File: src/rtl/ipi_claim_ctrl.sv
module ipi_claim_ctrl #(
  parameter int NHART = 4,
  parameter int PW    = 3
) (
  input  logic             clk,
  input  logic             rst_n,
  input  logic             bus_valid,
  input  logic             bus_write,
  input  logic [9:0]       bus_addr,
  input  logic [31:0]      bus_wdata,
  output logic             bus_rvalid,
  output logic [31:0]      bus_rdata,
  output logic [NHART-1:0] msip
);
  localparam int NID = NHART + 1;
  localparam int IDW = $clog2(NID);

  logic [NID-1:0] pend;
  logic [PW-1:0]  prio [NID];
  logic [NID-1:0] en   [NHART];
  logic [NID-1:0] clm  [NHART];
  logic [NID-1:0] prio_nz;
  logic [NID*NHART-1:0] clm_flat;

  logic [1:0] region;
  logic [4:0] widx;
  logic       wr, rd, claim_rd, cmp_hit;
  logic [IDW-1:0] sel_id;
  logic [PW-1:0]  sel_p;
  logic [31:0]    rd_mux;

  assign region   = bus_addr[9:8];
  assign widx     = bus_addr[6:2];
  assign wr       = bus_valid && bus_write;
  assign rd       = bus_valid && !bus_write;
  assign claim_rd = rd && region == 2'd3 && int'(widx) < NHART;

  always_comb begin
    prio_nz = '0;
    for (int i = 1; i < NID; i++) prio_nz[i] = prio[i] != '0;
  end

  for (genvar h = 0; h < NHART; h++) begin : g_hart
    assign msip[h] = |(pend & en[h] & prio_nz & ~clm[h]);
    assign clm_flat[h*NID +: NID] = clm[h];
  end

  always_comb begin
    logic [NID-1:0] cand;
    cand   = '0;
    sel_id = '0;
    sel_p  = '0;
    for (int h = 0; h < NHART; h++)
      if (int'(widx) == h) cand = pend & en[h] & ~clm[h];
    for (int i = 1; i < NID; i++)
      if (cand[i] && prio[i] > sel_p) begin
        sel_p  = prio[i];
        sel_id = IDW'(i);
      end
  end

  always_comb begin
    cmp_hit = 1'b0;
    if (wr && region == 2'd3 && bus_wdata != 0 && bus_wdata < NID)
      for (int h = 0; h < NHART; h++)
        if (int'(widx) == h && clm[h][bus_wdata[IDW-1:0]]) cmp_hit = 1'b1;
  end

  always_comb begin
    rd_mux = '0;
    case (region)
      2'd0: for (int i = 1; i < NID; i++)
              if (!bus_addr[7] && int'(widx) == i) rd_mux = 32'(prio[i]);
      2'd1: if (bus_addr[7:2] == '0) rd_mux = 32'(pend);
      2'd2: for (int h = 0; h < NHART; h++)
              if (int'(widx) == h && !bus_addr[7]) rd_mux = 32'(en[h]);
      default: if (claim_rd && !bus_addr[7]) rd_mux = 32'(sel_id);
    endcase
  end

  always_ff @(posedge clk) begin
    if (!rst_n) begin
      bus_rvalid <= 1'b0;
      bus_rdata  <= '0;
      pend       <= '0;
      for (int i = 0; i < NID; i++) prio[i] <= '0;
      for (int h = 0; h < NHART; h++) begin
        en[h]  <= '0;
        clm[h] <= '0;
      end
    end else begin
      bus_rvalid <= rd;
      bus_rdata  <= rd ? rd_mux : '0;
      if (wr) begin
        case (region)
          2'd0: for (int i = 1; i < NID; i++)
                  if (!bus_addr[7] && int'(widx) == i) prio[i] <= bus_wdata[PW-1:0];
          2'd1: if (bus_addr[7:2] == '0)
                  pend <= pend | (bus_wdata[NID-1:0] & ~NID'(1));
          2'd2: for (int h = 0; h < NHART; h++)
                  if (int'(widx) == h && !bus_addr[7])
                    en[h] <= bus_wdata[NID-1:0] & ~NID'(1);
          default: for (int h = 0; h < NHART; h++)
                  if (cmp_hit && int'(widx) == h) clm[h][bus_wdata[IDW-1:0]] <= 1'b0;
        endcase
      end
      if (claim_rd && !bus_addr[7] && sel_id != '0) begin
        pend[sel_id] <= 1'b0;
        for (int h = 0; h < NHART; h++)
          if (int'(widx) == h) clm[h][sel_id] <= 1'b1;
      end
    end
  end

  logic claim_hit;
  assign claim_hit = claim_rd && !bus_addr[7] && sel_id != '0;

  a_r1_reset_quiet: assert property (@(posedge clk) !rst_n |=> msip == '0);

  a_r9_read_latency: assert property (@(posedge clk) disable iff (!rst_n)
    rd |=> bus_rvalid);

  a_r9_no_spurious_rvalid: assert property (@(posedge clk) disable iff (!rst_n)
    !rd |=> !bus_rvalid);

  a_r6_claim_clears: assert property (@(posedge clk) disable iff (!rst_n)
    claim_hit |=> !pend[$past(sel_id)]);

  a_r7_empty_claim_inert: assert property (@(posedge clk) disable iff (!rst_n)
    (claim_rd && sel_id == '0) |=> ($stable(pend) && $stable(clm_flat)));

  a_r8_claims_hold: assert property (@(posedge clk) disable iff (!rst_n)
    (wr && !cmp_hit) |=> $stable(clm_flat));

  a_r3_pend_only_grows: assert property (@(posedge clk) disable iff (!rst_n)
    !claim_hit |=> ((pend & $past(pend)) == $past(pend)));
endmodule

File: config.mk
export PLATFORM = sky130hd
export DESIGN_NAME = ipi_claim_ctrl
export DESIGN_NICKNAME = d
export VERILOG_FILES = /design/src/rtl/ipi_claim_ctrl.sv
export SDC_FILE = /design/constraint.sdc
export NUM_CORES = 1
export LEC_CHECK = 0
export BUFFER_PORTS_ARGS = -buffer_cell sky130_fd_sc_hd__buf_2
export CAP_MARGIN = 20
export CELL_PAD_IN_SITES_DETAIL_PLACEMENT = 1
export CELL_PAD_IN_SITES_GLOBAL_PLACEMENT = 2
export CORE_MARGIN = 2
export CORE_UTILIZATION = 31
export CTS_BUF_LIST = sky130_fd_sc_hd__clkbuf_16
export CTS_CLUSTER_SIZE = 14
export DETAILED_ROUTE_END_ITERATION = 10
export GPL_TIMING_DRIVEN = 0
export PLACE_DENSITY_LB_ADDON = 0.25
export SETUP_SLACK_MARGIN = 0.2
export SLEW_MARGIN = 20
export SYNTH_ARGS = -nofsm -noshare
export SYNTH_HDL_FRONTEND = slang
export SYNTH_SLANG_ARGS = --single-unit
File: constraint.sdc
create_clock -name clk -period 6.5 [get_ports clk]
set_input_delay 1.3 -clock clk [delete_from_list [all_inputs] [get_ports clk]]
set_output_delay 1.3 -clock clk [all_outputs]
set_load 0.02 [all_outputs]
### Word-level counts from Yosys, hierarchy flattened

Memory sizes are Yosys's and may differ from the RTL's.
Cells that the tools add are included.

* magnitude comparators: 10
* equal/unequal tests: 7
* mux-type cells: 166
* bitwise gates (word level): 71
* reductions and logical operators: 45

Operator list (count)
* two-way mux 32 bit: 6
* two-way mux 1 bit: 118
* one-hot mux 32 bit (3 select lines): 1
* two-way mux 5 bit: 19
* bitwise AND 5 bit: 17
* OR 1 bit: 48
* two-way mux 3 bit: 12
* less-than comparator 32 x 3 -> 1 bit (second input constant): 1
* nonzero test 32 bit: 1
* logical AND 1 bit: 28
* inverter 5 bit: 5
* OR reduction 5 bit: 4
* two-way mux 4 bit: 4
* nonzero test 3 bit: 5
* binary-select mux 1 bit (select 3 bit): 4
* equality test 5 x 3 -> 1 bit (second input constant): 2
* greater-than comparator 3 bit: 3
* less-than comparator 3 x 4 -> 1 bit (second input constant): 2
* demux 1 bit (select 3 bit): 2
* greater-or-equal comparator 3 x 1 -> 1 bit (second input constant): 2
* zero test 6 bit: 1
* equality test 5 x 2 -> 1 bit (second input constant): 1
* equality test 5 x 4 -> 1 bit (second input constant): 1
* zero test 5 bit: 1
* 9 further kinds: 11

* register bits after elaboration: 38
* memory bits (writable): 51
* input port bits: 46
* output and inout port bits: 37
* logic and storage cells: 305
* memories: 3

Memories
* clm: words 4, width 5, read ports 4, clocked after memory_dff 0, write ports 4, line 21 `logic [NID-1:0] clm [NHART];`
* en: words 4, width 4, read ports 4, clocked after memory_dff 0, write ports 4, line 20 `logic [NID-1:0] en [NHART];`
* prio: words 5, width 3, read ports 4, clocked after memory_dff 0, write ports 5, line 19 `logic [PW-1:0] prio [NID];`

### Depth between registers and ports, before layout

An unclocked memory read counts as a cell.

* depth in word-level cells: 25
* gate-level depth with buffers: 24
* depth with buffers taken out: 22

### Least setup slack after synthesis

OpenSTA, ideal clock, no wires.

* path kind: input -> register
* start: input port bus_addr[6]
* end: memory clm[1][1] (netlist name), enable pin
* library setup time: 314 ps
* data arrival time: 6244 ps
* required time: 6186 ps
* slack: -58 ps
* stages: 23
* path through: or3_1 buf_2 a211oi_1 and3_1 inv_1 ha_1 nor2b_1 o21a_1 o211a_1 buf_2 mux2_1 ha_1 and3_1 a311o_1 a221oi_4 mux2_2 ha_1 nor2b_1 o21ai_0 a221oi_2 a21oi_2 nand2_1 o221ai_1

RTL lines
* start, declared: line 9 `input logic [9:0] bus_addr,`
* end, declared: line 21

==> impl_metrics.ini <==
[logic_synthesis]
async_flop_share_pct = 0
synth_most_common_cell = edfxtp_1
netlist_top_cells_area = edfxtp_1 (25%), dfxtp_1 (13%), buf_4 (5.1%)
ys_ff_latch = 59
yosys-top-cells-count = edfxtp_1 (33), nor2_1 (28), buf_4 (27)
yosysSeqAreaShare_pct = 38.01
ys_types = 63
yosysWarningCount = 0
synthFlopType = edfxtp_1
avgSynthCellArea_sq_um = 9.490
synth_edf_count = 33
netlist_instances = 419
syn_area_sq_mm = 0.003976
yosysTopAreaCell = edfxtp_1
netlist.area_leader.share_pct = 24.92

[min_path]
min_path_type = flop to flop

[power]
clkPwrFrac_pct = 47.6
power.share.sequential_pct = 39.4
power.switching_w = 0.0002682
peakVddDrop_v = 0.0002238
power.internal_w = 0.0007915
powerDensity_mw_per_mm2 = 197.4
total_power_w = 0.001060
p_comb_share_pct = 13.0
swShare_pct = 25.31
p_leak_nw = 2.101

[cts]
cts.path.max_buffers = 2
numCtsBuffers = 9
holdBufCountCts = 0
clock_sinks = 59
cts_tree = done
root_buffer = clkbuf_16
clock_latency_ns = 0.35
clk_pin_slew_ns = 0.06
cts-htree-levels = 3

[placement]
place_ws_ns = -0.9952
dp_hpwl_microns = 11680
port_buffers = 50
dpl_cell_area_sq_mm = 0.004604
gp_congestion = 0.9097

[timing]
setup_violations = 0
fin_setup_tns_ns = 0
layout_min_cycle_time_ns = 6.197
period_share_pct = 95.33
fmax_mhz = 161.4
relSlewSlack_pct = 34.46
finalMaxSlewViolations = 0
grt_setup_unrepaired = yes
finalHoldViolCount = 0
setup_slack_ns = 0.3034
finalClockSkew_ns = 0.01119
worst_pin_slew_ns = 0.9810

[final_layout]
layout-drive-gt1-share_pct = 32.71
fill_cells = 1449
final_nets = 582
post-route-util_pct = 42.72
diodes = 0
areaGrowthSynthToFinish_pct = 35.02
fin_area_sq_mm = 0.005369

[worst_setup_path]
path_class = input port to flop
crit_fanout = 4
r2r_slack_ns = 1.04
worstPathArrival_ns = 6.42
crit_path_end_kind = flop
required_ns = 6.72
startpoint_type = input port

[job]
max-cap-violations = 0

[routing]
drtIter0Drc = 212
wire_per_inst_microns = 21.93
via_per_inst = 5.372
drtAntennaViolNets = 0
drtPass1Iterations = 5
wl_microns = 15440
drc = 0
vias = 3782

[die]
start_util_pct = 31.64
rows = 41
coreArea_sq_mm = 0.01257
die_y_microns = 117.3
dieArea_sq_mm = 0.01375
fp.dieW_microns = 117.3
io_pins = 83

[grt]
grt-ovfl-total = 0
grt_pass1_vias = 3814
grt_pass1_wl_microns = 22870
grt_max_degree = 11
antenna_found_initial = 0
grt_usage_pct = 23.11

[run_status]
status = completed
==> cell type report <==
class	instances	area [sq um]	area share (%)
buffer	44	314.1	5.849
clock buffer	9	225.2	4.195
clock inverter	7	83.83	1.561
inverter	18	67.56	1.258
multi-input combinational	325	2511	46.77
sequential	59	1511	28.15
tap	172	215.2	4.008
timing repair buffer	70	440.4	8.203
==> per-layer routing <==
metal	routed length [microns]	share of wire, %	up-vias	GRT usage [%]
met5	0	0	-	0
met3	797	5.2	29	4.480
met1	6924	45	1853	30.99
met4	406	2.6	0	8.863
li1	-	-	1764	-
met2	7307	47	136	36.90
==> cell families after synthesis <==
group	synth area share, %
AOI/OAI and AO/OA	15.61
adders and majority gates	2.832
buffers and inverters	8.716
DFF	38.01
muxes	7.300
other	0.09431
and+or+nand+nor	27.44
==> critical path: stages <==
cell	delay, ns
buf_8	0.10
or3_4	0.37
buf_6	0.13
a211oi_2	0.13
buf_4	0.16
and3_4	0.19
inv_2	0.04
ha_4	0.20
nor2b_4	0.12
o21a_1	0.17
o211a_1	0.22
buf_8	0.14
mux2_4	0.31
ha_4	0.21
and3_4	0.15
a311o_1	0.30
a221oi_4	0.36
mux2_4	0.36
ha_4	0.28
nor2b_4	0.15
o21ai_4	0.08
a221oi_4	0.38
a21oi_4	0.14
buf_6	0.14
a32oi_1	0.20
a21oi_1	0.07
==> per-stage QoR <==
stage	cells	hold WS, ns
3_5_place_dp	668	0.4660
4_1_cts	697	0.4809
2_1_floorplan	446	0.4291
3_3_place_gp	668	0.4514
6_report	704	0.4754
5_1_grt	704	0.5055
==> sequential cells by signal (all words and copies together), names as in the netlist <==
name	count
bus_rdata	5
bus_rvalid	1
clm	20
en	16
pend	5
prio	12
==> path summary, 6_finish.rpt <==
kind | startpoint | to | cells after the start
hold reg to reg | clm[2][0] | clm[2][0] | 1
setup / recovery | bus_addr[5] | clm[0][2] | 26
setup reg to reg | clm[1][1] | clm[0][2] | 25
hold / removal | clm[2][0] | clm[2][0] | 1
==> power groups by stage <==
stage                     sequential, W  clock (W)  combinational (W)
after floorplan                0.000418          0          0.0000776
after global placement         0.000422          0           0.000118
after detailed placement       0.000422          0           0.000120
after CTS                      0.000416   0.000510           0.000128
after global routing           0.000418   0.000522           0.000149
final                          0.000417   0.000505           0.000138
==> timing repair <==
action / 4_1_cts / 5_1_grt
resized for setup: 30 / 32
pin swaps: 16 / 13
setup buffers: 13 / 7
setup endpoints to repair: 27 / 27
==> layout by cell type (no fill, tap or decap), types with 13 or more instances in the layout <==
master,n
nand3_1,13
and2_1,20
nor4_1,15
nor3_1,14
dfxtp_1,26
buf_2,51
conb_1,28
o21ai_0,15
buf_4,45
nor2_1,27
inv_1,18
nand2_1,19
edfxtp_1,33
No activity file was read; power rests on OpenSTA's default activity.
